===== src/rtl/fq_pkg.sv =====
// Shared widths and encodings for the read-fill qualifier.
// Assumes the encodings below match the bus-cycle generator and power controller.
package fq_pkg;
    localparam int KIND_W = 3;
    localparam int PWR_W  = 3;
    localparam int ST_W   = 2;

    typedef enum logic [KIND_W-1:0] {
        KIND_MEM_RD  = 3'd0,
        KIND_MEM_WR  = 3'd1,
        KIND_INQUIRE = 3'd2,
        KIND_IO      = 3'd3,
        KIND_SPECIAL = 3'd4,
        KIND_INTACK  = 3'd5
    } cyc_kind_e;

    typedef enum logic [PWR_W-1:0] {
        PWR_NORMAL   = 3'd0,
        PWR_SMM      = 3'd1,
        PWR_HALT     = 3'd2,
        PWR_SHUTDOWN = 3'd3,
        PWR_STOPGNT  = 3'd4,
        PWR_STOPCLK  = 3'd5
    } pwr_state_e;

    typedef enum logic [ST_W-1:0] {
        FILL_NONE   = 2'd0,
        FILL_SHARED = 2'd1,
        FILL_EXCL   = 2'd2
    } fill_state_e;
endpackage


===== src/rtl/fq_gate.sv =====
// Eligibility gate: decides combinationally whether the current clock may
// capture the cache-enable pin. Assumes cycle attributes are already latched.
module fq_gate
    import fq_pkg::*;
(
    input  logic              cyc_active,
    input  cyc_kind_e         cur_kind,
    input  logic              cur_locked,
    input  logic              cur_ahold_born,
    input  logic [PWR_W-1:0]  pwr_state,
    input  logic              backoff,
    input  logic              hold_ack,
    input  logic              sys_reset,
    input  logic              sys_init,
    input  logic              probe_rdy,
    output logic              elig
);
    logic type_ok;
    logic pwr_ok;
    logic ctl_ok;

    // Only plain memory reads qualify.
    always_comb type_ok = (cur_kind == KIND_MEM_RD) && !cur_locked;

    // Normal and system-management states qualify.
    always_comb begin
        case (pwr_state_e'(pwr_state))
            PWR_NORMAL, PWR_SMM: pwr_ok = 1'b1;
            default:             pwr_ok = 1'b0;
        endcase
    end

    // Live controls block capture; a cycle opened under address hold never qualifies.
    always_comb ctl_ok = !(backoff || hold_ack || sys_reset || sys_init || probe_rdy)
                         && !cur_ahold_born;

    // Combined gate.
    always_comb elig = cyc_active && type_ok && pwr_ok && ctl_ok;
endmodule


===== src/rtl/fq_capture.sv =====
// Capture register: records cycle attributes at cycle start and latches the
// enable pin once per cycle. Assumes strobes never coincide with cyc_start.
module fq_capture
    import fq_pkg::*;
(
    input  logic              clk,
    input  logic              rst_n,
    input  logic              cyc_start,
    input  logic [KIND_W-1:0] cyc_kind,
    input  logic              cyc_locked,
    input  logic              addr_hold,
    input  logic              backoff,
    input  logic              strobe,
    input  logic              elig,
    input  logic              ext_cen,
    output logic              cyc_active,
    output cyc_kind_e         cur_kind,
    output logic              cur_locked,
    output logic              cur_ahold_born,
    output logic              smp,
    output logic              cen_q
);
    logic take;

    // A capture happens on the first eligible strobe only.
    always_comb take = strobe && elig && !smp;

    // Attribute and capture state update.
    always_ff @(posedge clk) begin
        if (!rst_n) begin
            cyc_active     <= 1'b0;
            cur_kind       <= KIND_SPECIAL;
            cur_locked     <= 1'b0;
            cur_ahold_born <= 1'b0;
            smp            <= 1'b0;
            cen_q          <= 1'b0;
        end else if (cyc_start) begin
            cyc_active     <= 1'b1;
            cur_kind       <= cyc_kind_e'(cyc_kind);
            cur_locked     <= cyc_locked;
            cur_ahold_born <= addr_hold;
            smp            <= 1'b0;
            cen_q          <= 1'b0;
        end else if (backoff) begin
            smp            <= 1'b0;
            cen_q          <= 1'b0;
        end else if (take) begin
            smp            <= 1'b1;
            cen_q          <= ext_cen;
        end
    end
endmodule


===== src/rtl/fq_hint.sv =====
// Line-state hint: combines the captured enable with the internal and external
// write policy inputs. Assumes policy inputs are valid while sampled is high.
module fq_hint
    import fq_pkg::*;
(
    input  logic            smp,
    input  logic            cen_q,
    input  logic            cache_req,
    input  logic            page_wt,
    input  logic            ext_wbwt,
    output logic            fill_ok,
    output logic [ST_W-1:0] fill_state
);
    // Cacheable only with a captured active enable and an internal request.
    always_comb fill_ok = smp && cen_q && cache_req;

    // Any write-through indication downgrades the fill to Shared.
    always_comb begin
        if (!fill_ok)                  fill_state = FILL_NONE;
        else if (page_wt || !ext_wbwt) fill_state = FILL_SHARED;
        else                           fill_state = FILL_EXCL;
    end
endmodule


===== src/rtl/rdfill_qualifier.sv =====
// Top: read-cycle cacheability sampler. Latches the external cache enable once
// per eligible read and produces a fill flag and line-state hint.
// Assumes cycle attributes are valid in the cyc_start clock.
module rdfill_qualifier
    import fq_pkg::*;
(
    input  logic              clk,
    input  logic              rst_n,
    input  logic              cyc_start,
    input  logic [KIND_W-1:0] cyc_kind,
    input  logic              cyc_locked,
    input  logic [PWR_W-1:0]  pwr_state,
    input  logic              data_rdy,
    input  logic              next_addr,
    input  logic              backoff,
    input  logic              hold_ack,
    input  logic              sys_reset,
    input  logic              sys_init,
    input  logic              probe_rdy,
    input  logic              addr_hold,
    input  logic              ext_cen,
    input  logic              cache_req,
    input  logic              page_wt,
    input  logic              ext_wbwt,
    output logic              fill_ok,
    output logic [ST_W-1:0]   fill_state,
    output logic              sampled
);
    logic      strobe;
    logic      elig;
    logic      cyc_active;
    cyc_kind_e cur_kind;
    logic      cur_locked;
    logic      cur_ahold_born;
    logic      smp;
    logic      cen_q;

    // Either the first data-ready or next-address opens the sampling window.
    always_comb strobe = data_rdy || next_addr;

    fq_gate u_gate (
        .cyc_active     (cyc_active),
        .cur_kind       (cur_kind),
        .cur_locked     (cur_locked),
        .cur_ahold_born (cur_ahold_born),
        .pwr_state      (pwr_state),
        .backoff        (backoff),
        .hold_ack       (hold_ack),
        .sys_reset      (sys_reset),
        .sys_init       (sys_init),
        .probe_rdy      (probe_rdy),
        .elig           (elig)
    );

    fq_capture u_cap (
        .clk            (clk),
        .rst_n          (rst_n),
        .cyc_start      (cyc_start),
        .cyc_kind       (cyc_kind),
        .cyc_locked     (cyc_locked),
        .addr_hold      (addr_hold),
        .backoff        (backoff),
        .strobe         (strobe),
        .elig           (elig),
        .ext_cen        (ext_cen),
        .cyc_active     (cyc_active),
        .cur_kind       (cur_kind),
        .cur_locked     (cur_locked),
        .cur_ahold_born (cur_ahold_born),
        .smp            (smp),
        .cen_q          (cen_q)
    );

    fq_hint u_hint (
        .smp        (smp),
        .cen_q      (cen_q),
        .cache_req  (cache_req),
        .page_wt    (page_wt),
        .ext_wbwt   (ext_wbwt),
        .fill_ok    (fill_ok),
        .fill_state (fill_state)
    );

    // Expose the capture flag.
    always_comb sampled = smp;
endmodule


===== config.mk =====
export PLATFORM = sky130hd
export DESIGN_NAME = rdfill_qualifier
export DESIGN_NICKNAME = d
export VERILOG_FILES = /design/src/rtl/fq_pkg.sv /design/src/rtl/fq_gate.sv /design/src/rtl/fq_capture.sv /design/src/rtl/fq_hint.sv /design/src/rtl/rdfill_qualifier.sv
export SDC_FILE = /design/constraint.sdc
export NUM_CORES = 1
export LEC_CHECK = 0
export BUFFER_PORTS_ARGS = -buffer_cell sky130_fd_sc_hd__buf_2
export CORE_AREA = 2 2 39 41
export DETAILED_ROUTE_END_ITERATION = 8
export DIE_AREA = 0 0 41 43
export GPL_TIMING_DRIVEN = 0
export PLACE_DENSITY_LB_ADDON = 0.25
export SLEW_MARGIN = 30
export SYNTH_ARGS = -nofsm -noshare
export SYNTH_HDL_FRONTEND = slang
export SYNTH_SLANG_ARGS = --single-unit

===== constraint.sdc =====
create_clock -name clk -period 2.98 [get_ports clk]
set_input_delay 0.298 -clock clk [delete_from_list [all_inputs] [get_ports clk]]
set_output_delay 0.298 -clock clk [all_outputs]
set_load 0.02 [all_outputs]

==> results.sh, run 1 <==
export IMPL_yosysMostFrequentCell="dfxtp_1"
export IMPL_period_share=0.4905
export IMPL_n_antenna_cell=0
export IMPL_hold_buffers=0
export IMPL_wire_per_inst_um=8.974
export IMPL_die_h_um=43
export IMPL_endpoint_kind="output port"
export IMPL_cts_inserted_buffers=3
export IMPL_final_core_util=0.3816
export IMPL_fin_tns_setup_ps=0
export IMPL_area_growth_pct=42.57
export IMPL_grt_max_degree=8
export IMPL_core_um2=1384
export IMPL_grt_overflow_total=0
export IMPL_clk_insertion_delay_late_ps=250
export IMPL_regArea_um2=160.2
export IMPL_hp_class="in2reg"
export IMPL_timing_fmax_mhz=684.1
export IMPL_postCtsSetupBuffers=0
export IMPL_start_util=0.2676
export IMPL_status="finished, final reports clean"
export IMPL_syn_inst=35
export IMPL_relSlewSlack=0.8645
export IMPL_cts_root_buf="clkbuf_4"
export IMPL_crit_required_ps=2680
export IMPL_ir_drop_mv=0.2425
export IMPL_ys_top_cells_by_area="dfxtp_1 43%, mux2i_1 16%, nor2b_1 6.8%"
export IMPL_dp_cells=74
export IMPL_synthFlopType="dfxtp_1"
export IMPL_hold_viol=0
export IMPL_die_x_um=41
export IMPL_start_kind="flip-flop"
export IMPL_synth_top_cell_area_share=0.4324
export IMPL_post_route_cells_drive_above_1_share=0.5082
export IMPL_ys_ff_latch=8
export IMPL_viasPerCell=4.338
export IMPL_initialDrtViolationCount=2
export IMPL_synth_area_um2=370.4
export IMPL_synthTopCellsByCount="8 x dfxtp_1, 6 x mux2i_1, 4 x nor2b_1, 3 x nand2_1"
export IMPL_syn_area_per_cell_um2=10.58
export IMPL_dieArea_um2=1763
export IMPL_synth_edf_count=0
export IMPL_clock_skew_ps=6.311
export IMPL_synthesis_nets=57
export IMPL_cts_tree="built"
export IMPL_clkSinkCount=8
export IMPL_gp_congestion=0.6533
export IMPL_rsz0062_at_grt="false"
export IMPL_wl_um=691
export IMPL_yosys_area_top_type="dfxtp_1"
export IMPL_leakagePower_nw=0.2600
export IMPL_fin_nets=85
export IMPL_grt_antenna_before_repair=0
export IMPL_path_class="reg2out"
export IMPL_portBuffers=23
export IMPL_cts_max_level=1
export IMPL_antenna_left=0
export IMPL_instances_no_fill=77
export IMPL_multi_input_area_um2=201.4
export IMPL_grt_pass1_wl_um=959
export IMPL_maxCapViolCount=0
export IMPL_rows=14
export IMPL_track_usage=0.08652
export IMPL_tightest_slew_ps=202.3
export IMPL_cts_buffer_depth=2
export IMPL_setup_viol=0
export IMPL_arrival_ps=1160
export IMPL_drc=0
export IMPL_route_vias_total=334
export IMPL_grt_pass1_vias=249
export IMPL_synthArstFlopShare=0
export IMPL_power_density_nw_per_um2=424.7
export IMPL_ys_warn_count=0
export IMPL_period_needed_ps=1462
export IMPL_cts_reportedPaths_clkPinSlew_ps=60
export IMPL_seq_area_frac_synth=0.4324
export IMPL_slew_viol_final=0
export IMPL_n_fill_cell=148
export IMPL_io_pins=26
export IMPL_crit_fanout=4
export IMPL_yosysUniqueCellTypes=15
export IMPL_fin_hold_ws_ps=267.7
export IMPL_cts_repair_resized=0
export IMPL_dr_pass1_iters=2
routing by layer:
metal / GRT usage / share of wire / up-vias
met5: 0 / 0 / -
met4: 0.04000 / 0 / 0
met3: 0.07853 / 0.10 / 0
met2: 0.1000 / 0.43 / 14
met1: 0.1068 / 0.46 / 140
li1: - / - / 180
critical path, stage by stage (launching register included):
cell,delay [ps]
dfxtp_1,380
and3_1,200
a21boi_0,160
buf_2,180
cell families after synthesis:
group,share of synthesized area
flops,0.4324
simple gates,0.3209
compound gates,0.06081
mux,0.1622
buf+inv,0.02363
path summary, 6_finish.rpt:
| check | start | endpoint | slack [ps] | cells after the start |
|---|---|---|---|---|
| worst max register to register | u_cap.smp$_SDFFE_PP0P_ | u_cap.cen_q$_SDFFE_PP0P_ | 1900 | 3 |
| worst min register to register | u_cap.cyc_active$_SDFFE_PN0P_ | u_cap.cyc_active$_SDFFE_PN0P_ | 440 | 1 |
| worst min-delay path | cyc_kind[2] | u_cap.cur_kind[2]$_SDFFE_PN1P_ | 270 | 3 |
| worst max-delay path | u_cap.smp$_SDFFE_PP0P_ | fill_state[0] | 1520 | 3 |
sequential cells by signal (all words and copies together), names as in the netlist:
| name | count |
|---|---|
| u_cap.cur_kind | 3 |
| u_cap.cen_q | 1 |
| u_cap.cur_ahold_born | 1 |
| u_cap.cur_locked | 1 |
| u_cap.cyc_active | 1 |
| u_cap.smp | 1 |
area by class of cell:
cell class,count,share of cell area
multi-input cells,25,0.3815
flip-flops and latches,8,0.3033
repair buffers,23,0.2180
clock buffers,3,0.04265
well taps,16,0.03791
plain buffers,1,0.009479
inverters,1,0.007109
placed cells by master, fill, tap and decap left out:
| cell type | Yosys | routed |
|---|---|---|
| and3_1 | 2 | 2 |
| mux2i_1 | 6 | 6 |
| and4_1 | 1 | 1 |
| o21a_1 | 2 | 2 |
| nor4_2 | 2 | 2 |
| clkbuf_4 | 0 | 3 |
| nor3b_2 | 1 | 1 |
| nor2_1 | 1 | 1 |
| dfxtp_1 | 8 | 8 |
| nor2b_1 | 4 | 4 |
| nor4b_2 | 1 | 1 |
| inv_1 | 1 | 1 |
| nand2_1 | 3 | 3 |
| a21boi_0 | 1 | 1 |
| buf_2 | 1 | 24 |
| nor3_1 | 1 | 1 |
power breakdown:
part | switching (mW) | internal, mW | leakage, nW
Clock | 0.0353 | 0.0460 | 0.0138
Combinational | 0.0107 | 0.0172 | 0.180
Sequential | 0.00289 | 0.112 | 0.0658
Total | 0.0489 | 0.175 | 0.260
through the flow:
stage	area [um^2]	worst slack [ps]	power [mW]
2_1_floorplan	370.4	1323	0.1297
3_5_place_dp	505.5	1755	0.1458
3_3_place_gp	505.5	1785	0.1456
5_1_grt	528.0	1369	0.2400
6_report	528.0	1518	0.2243
4_1_cts	528.0	1479	0.2295
No activity file was read; power rests on OpenSTA's default activity.
==> run 2: changes to the inputs <==
==> constraint.sdc (replaced) <==
create_clock -name clk -period 1.4 [get_ports clk]
set_input_delay 0.14 -clock clk [delete_from_list [all_inputs] [get_ports clk]]
set_output_delay 0.14 -clock clk [all_outputs]
set_load 0.02 [all_outputs]
==> run 2 against run 1 <==
Net effect:
- clock power increased by 120%
- setup slack got worse by 1300 ps
- cell area is 0.24% higher
- critical endpoint unchanged
==> results.sh, run 2 (same netlist as run 1, synthesis figures left out) <==
export IMPL_status="finished, final reports clean"
export IMPL_endpoint_kind="output port"
export IMPL_route_vias_total=334
export IMPL_dr_pass1_iters=2
export IMPL_hold_viol=0
export IMPL_cp_num_buf_inv=1
export IMPL_hp_class="in2reg"
export IMPL_dp_cells=74
export IMPL_critPathTopFamily="flip-flops"
export IMPL_final_common_cell="buf_2"
export IMPL_postCtsSetupBuffers=0
export IMPL_power_density_nw_per_um2=904.6
export IMPL_clk_insertion_delay_late_ps=250
export IMPL_r2r_cells=3
export IMPL_relSlewSlack=0.8640
export IMPL_setup_viol=0
export IMPL_cts_tree="built"
export IMPL_fin_ws_ps=171.6
export IMPL_n_fill_cell=151
export IMPL_dp_final_hpwl_um=585.3
export IMPL_cts_inserted_buffers=3
export IMPL_portBuffers=23
export IMPL_period_share=0.8774
export IMPL_r2r_end="u_cap.cen_q$_SDFFE_PP0P_"
export IMPL_leakagePower_nw=0.2615
export IMPL_crit_fanout=4
export IMPL_post_route_cells_drive_above_1_share=0.5246
export IMPL_r2r_slack_ps=330
export IMPL_timing_fmax_mhz=814.1
export IMPL_crit_end="fill_state[0]"
export IMPL_final_cell_mix="24 x buf_2, 7 x dfxtp_1, 6 x mux2i_1, 4 x nor2b_1"
export IMPL_ir_drop_mv=0.2839
export IMPL_tightest_slew_ps=202.3
export IMPL_clkSinkCount=8
export IMPL_cts_root_buf="clkbuf_4"
export IMPL_crit_start="u_cap.smp$_SDFFE_PP0P_"
export IMPL_drc=0
export IMPL_cts_buffer_depth=2
export IMPL_dpl_worst_slack_ps=323.2
export IMPL_crit_reg2reg_launch="u_cap.cur_kind[1]$_SDFFE_PN0P_"
export IMPL_io_pins=26
export IMPL_start_util=0.2676
export IMPL_largest_reg_flops=3
export IMPL_clock_skew_ps=2.104
export IMPL_rsz0062_at_grt="false"
export IMPL_arrival_ps=1090
export IMPL_cts_max_level=1
export IMPL_viasPerCell=4.338
export IMPL_top_register="u_cap.cur_kind"
export IMPL_power_uw=478.8
export IMPL_grt_antenna_before_repair=0
export IMPL_cp_slowest_stage_delay_ps=350
export IMPL_wire_per_inst_um=9.182
export IMPL_grt_max_degree=8
export IMPL_core_um2=1384
export IMPL_antenna_left=0
export IMPL_dieArea_um2=1763
export IMPL_grt_pass1_vias=261
export IMPL_rows=14
export IMPL_instances_no_fill=77
export IMPL_die_h_um=43
export IMPL_crit_slowest_cell="dfxtp_2"
export IMPL_wl_um=707
export IMPL_slew_viol_final=0
export IMPL_period_needed_ps=1228
export IMPL_grt_overflow_total=0
export IMPL_initialDrtViolationCount=6
export IMPL_area_growth_pct=42.91
export IMPL_cts_reportedPaths_clkPinSlew_ps=50
export IMPL_fin_nets=85
export IMPL_die_x_um=41
export IMPL_crit_required_ps=1260
export IMPL_path_depth=3
export IMPL_fin_tns_setup_ps=0
export IMPL_start_kind="flip-flop"
export IMPL_path_cells="and3_1 > a21boi_1 > buf_2"
export IMPL_track_usage=0.09749
export IMPL_grt_pass1_wl_um=1035
export IMPL_fin_hold_ws_ps=107.7
export IMPL_maxCapViolCount=0
export IMPL_n_antenna_cell=0
export IMPL_gp_congestion=0.6512
export IMPL_path_class="reg2out"
-- run 2: cell count changes in the layout (fill, tap and decap cells not counted) --
cell      delta
a21boi_0     -1
a21boi_1     +1
dfxtp_1      -1
dfxtp_2      +1
-- run 2: worst min path at each step --
stage,start,end,slack [ps],depth (start not counted)
3_3_place_gp,cyc_kind[2],u_cap.cur_kind[2]$_SDFFE_PN1P_,360,3
6_report,cyc_kind[2],u_cap.cur_kind[2]$_SDFFE_PN1P_,110,3
4_1_cts,cyc_kind[2],u_cap.cur_kind[2]$_SDFFE_PN1P_,100,3
5_1_grt,cyc_kind[2],u_cap.cur_kind[2]$_SDFFE_PN1P_,100,3
3_5_place_dp,cyc_kind[2],u_cap.cur_kind[2]$_SDFFE_PN1P_,370,3
2_1_floorplan,rst_n,u_cap.cur_kind[2]$_SDFFE_PN1P_,200,1
-- run 2: per-stage QoR --
step | cell area (um^2) | utilization
CTS | 528.0 | 0.3816
global route | 529.3 | 0.3825
floorplan | 370.4 | -
finish | 529.3 | 0.3825
detailed placement | 505.5 | 0.3653
global placement | 505.5 | 0.3653
-- run 2: layer usage --
layer	global-route usage	up-vias	share of wire
met2	0.1188	14	0.47
met1	0.1032	141	0.42
met4	0.08000	0	0
met5	0	-	0
li1	-	179	-
met3	0.07853	0	0.11
-- run 2: area by class of cell --
type,instances,area (um^2),share of cell area
multi-input cells,25,201.4,0.3806
flip-flops and latches,8,161.4,0.3050
repair buffers,23,115.1,0.2175
clock buffers,3,22.52,0.04255
well taps,16,20.02,0.03783
plain buffers,1,5.005,0.009456
inverters,1,3.754,0.007092
-- run 2: repair_timing --
action	CTS	global route
endpoints found under the hold margin	0	0
hold buffers	0	0
gates resized for setup	0	1
endpoints found under the setup margin	0	1
-- run 2: report_power, final --
| group | switching, mW | leakage, nW | internal (mW) | total [mW] |
|---|---|---|---|---|
| clock | 0.0766 | 0.0138 | 0.0980 | 0.175 |
| combinational | 0.0229 | 0.181 | 0.0367 | 0.0596 |
| sequential | 0.00604 | 0.0663 | 0.239 | 0.245 |
-- run 2: worst register-to-register path, cell delays in order (launching register included) --
cell	delay, ps
dfxtp_1	310
nor4b_2	260
and4_1	260
mux2i_1	170
==> run 3: changes to the inputs <==
--- a/config.mk
+++ b/config.mk
@@ -5,8 +5,10 @@
 export SDC_FILE = /design/constraint.sdc
 export NUM_CORES = 1
 export LEC_CHECK = 0
+export ABC_AREA = 1
 export BUFFER_PORTS_ARGS = -buffer_cell sky130_fd_sc_hd__buf_2
 export CORE_AREA = 2 2 39 41
+export CTS_BUF_LIST = sky130_fd_sc_hd__clkbuf_8
 export DETAILED_ROUTE_END_ITERATION = 8
 export DIE_AREA = 0 0 41 43
 export GPL_TIMING_DRIVEN = 0
==> run 3 against run 2 <==
Net effect:
- non-clock buffer count is the same
- sequential share of layout area fell by 2.7 points
- setup slack improved by 44 ps
- first-iteration DRC count fell by 17%
- fmax increased by 3.7%
- register-to-register slack better by 140 ps
- critical path type unchanged
- routed wire length increased by 18%
- clock-buffer cell count is the same
==> results.sh, run 3 <==
export IMPL_cts_buffer_depth=2
export IMPL_route_vias_total=422
export IMPL_timing_fmax_mhz=844.4
export IMPL_crit_start="u_cap.smp$_SDFFE_PP0P_"
export IMPL_crit_required_ps=1260
export IMPL_largest_reg_flops=3
export IMPL_ys_warn_count=0
export IMPL_ys_top_cells_by_area="dfxtp_1 41%, nor2_1 16%, inv_1 6.7%"
export IMPL_initialDrtViolationCount=5
export IMPL_final_cell_mix="24 x buf_2, 17 x nor2_1, 8 x dfxtp_1, 7 x inv_1, 7 x nand2_1"
export IMPL_rows=14
export IMPL_area_growth_pct=46.03
export IMPL_clk_insertion_delay_late_ps=230
export IMPL_leakagePower_nw=0.3042
export IMPL_dp_final_hpwl_um=636.9
export IMPL_top_register="u_cap.cur_kind"
export IMPL_final_common_cell="buf_2"
export IMPL_tightest_slew_ps=159.9
export IMPL_syn_inst=58
export IMPL_fin_tns_setup_ps=0
export IMPL_antenna_left=0
export IMPL_cp_num_buf_inv=1
export IMPL_synthesis_nets=80
export IMPL_synth_area_um2=394.1
export IMPL_post_route_cells_drive_above_1_share=0.4235
export IMPL_dr_pass1_iters=2
export IMPL_synthFlopType="dfxtp_1"
export IMPL_grt_pass1_wl_um=1331
export IMPL_hold_viol=0
export IMPL_path_class="reg2out"
export IMPL_seq_area_frac_synth=0.4063
export IMPL_critPathTopFamily="flip-flops"
export IMPL_wire_per_inst_um=8.248
export IMPL_syn_area_per_cell_um2=6.795
export IMPL_cts_inserted_buffers=3
export IMPL_status="finished, final reports clean"
export IMPL_n_antenna_cell=0
export IMPL_core_um2=1384
export IMPL_relSlewSlack=0.8928
export IMPL_power_density_nw_per_um2=1036
export IMPL_cp_slowest_stage_delay_ps=390
export IMPL_grt_overflow_total=0
export IMPL_fin_nets=109
export IMPL_rsz0062_at_grt="false"
export IMPL_yosys_area_top_type="dfxtp_1"
export IMPL_cts_tree="built"
export IMPL_postCtsSetupBuffers=0
export IMPL_wl_um=833
export IMPL_cts_repair_resized=0
export IMPL_period_share=0.8460
export IMPL_slew_viol_final=0
export IMPL_grt_antenna_before_repair=0
export IMPL_cts_root_buf="clkbuf_8"
export IMPL_maxCapViolCount=0
export IMPL_hold_buffers=0
export IMPL_synthArstFlopShare=0
export IMPL_path_cells="nand3_1 > a21oi_1 > buf_2"
export IMPL_die_x_um=41
export IMPL_track_usage=0.1178
export IMPL_yosysMostFrequentCell="nor2_1"
export IMPL_io_pins=26
export IMPL_die_h_um=43
export IMPL_grt_max_degree=8
export IMPL_crit_reg2reg_launch="u_cap.smp$_SDFFE_PP0P_"
export IMPL_n_fill_cell=155
export IMPL_crit_slowest_cell="dfxtp_1"
export IMPL_synth_edf_count=0
export IMPL_ir_drop_mv=0.6027
export IMPL_clkSinkCount=8
export IMPL_drc=0
export IMPL_endpoint_kind="output port"
export IMPL_cts_reportedPaths_clkPinSlew_ps=40
export IMPL_power_uw=596.5
export IMPL_gp_congestion=0.6870
export IMPL_arrival_ps=1040
export IMPL_yosysUniqueCellTypes=13
export IMPL_clock_skew_ps=1.350
export IMPL_viasPerCell=4.178
export IMPL_hp_start="cyc_kind[2]"
export IMPL_grt_pass1_vias=350
export IMPL_start_kind="flip-flop"
export IMPL_hp_class="in2reg"
export IMPL_synth_top_cell_area_share=0.4063
export IMPL_portBuffers=24
export IMPL_start_util=0.2848
export IMPL_crit_fanout=4
export IMPL_period_needed_ps=1184
export IMPL_setup_viol=0
export IMPL_dieArea_um2=1763
export IMPL_cts_max_level=1
export IMPL_ys_ff_latch=8
export IMPL_synthTopCellsByCount="17 x nor2_1, 8 x dfxtp_1, 7 x inv_1, 7 x nand2_1, 4 x o21ai_0"
## run 3: cell count changes after synthesis, moves of 3 or more
cell / before / now
mux2i_1: 6 / 0
nand2_1: 3 / 7
o21ai_0: 0 / 4
nand3_1: 0 / 3
inv_1: 1 / 7
nor2_1: 1 / 17
nor2b_1: 4 / 0
a21oi_1: 0 / 3
## run 3: area by class of cell
cell class	instances	area, um^2	share of cell area
Multi-Input combinational cell	41	200.2	0.3478
Sequential cell	8	160.2	0.2783
Timing Repair Buffer	24	120.1	0.2087
Clock buffer	3	41.29	0.07174
Inverter	9	33.78	0.05870
Tap cell	16	20.02	0.03478
## run 3: per-stage QoR
stage	instance area (um^2)	utilization	std cells	worst slack (ps)	hold slack [ps]
after floorplan	394.1	-	58	271.5	224.1
after global placement	534.3	0.3861	98	455.8	348.7
after detailed placement	534.3	0.3861	98	449.6	354.0
after CTS	575.6	0.4159	101	200.3	115.4
after global routing	575.6	0.4159	101	110.8	139.9
final	575.6	0.4159	101	215.7	116.7
## run 3: final timing paths
path | depth (start not counted) | endpoint | slack (ps)
setup / recovery | 3 | fill_state[0] | 220
setup reg to reg | 6 | u_cap.cen_q$_SDFFE_PP0P_ | 470
hold / removal | 3 | u_cap.cur_kind[2]$_SDFFE_PN1P_ | 120
hold reg to reg | 2 | u_cap.cur_kind[2]$_SDFFE_PN1P_ | 450
## run 3: routing by layer
layer,vias up,track usage,wire length (um)
met3,3,0.04712,97
met2,25,0.1594,334
met1,162,0.1364,374
met5,-,0,0
met4,0,0.1000,27
li1,232,-,-
## run 3: cell families after synthesis
kind of cell / count (synthesis) / share of synthesized area
AND/OR/NAND/NOR: 33 / 0.3968
AO/OA/AOI/OAI: 8 / 0.1111
buffers and inverters: 9 / 0.08573
flip-flops: 8 / 0.4063
## run 3: tightest hold or removal path, delay by kind of cell
family	cells	cell delay, ps
buffers and inverters	1	70
AND/OR/NAND/NOR	2	100
## run 3: power breakdown
part	total (mW)	leakage, nW	internal (mW)	switching [mW]
combinational	0.0705	0.217	0.0345	0.0359
sequential	0.246	0.0661	0.241	0.00527
clock	0.280	0.0216	0.186	0.0932
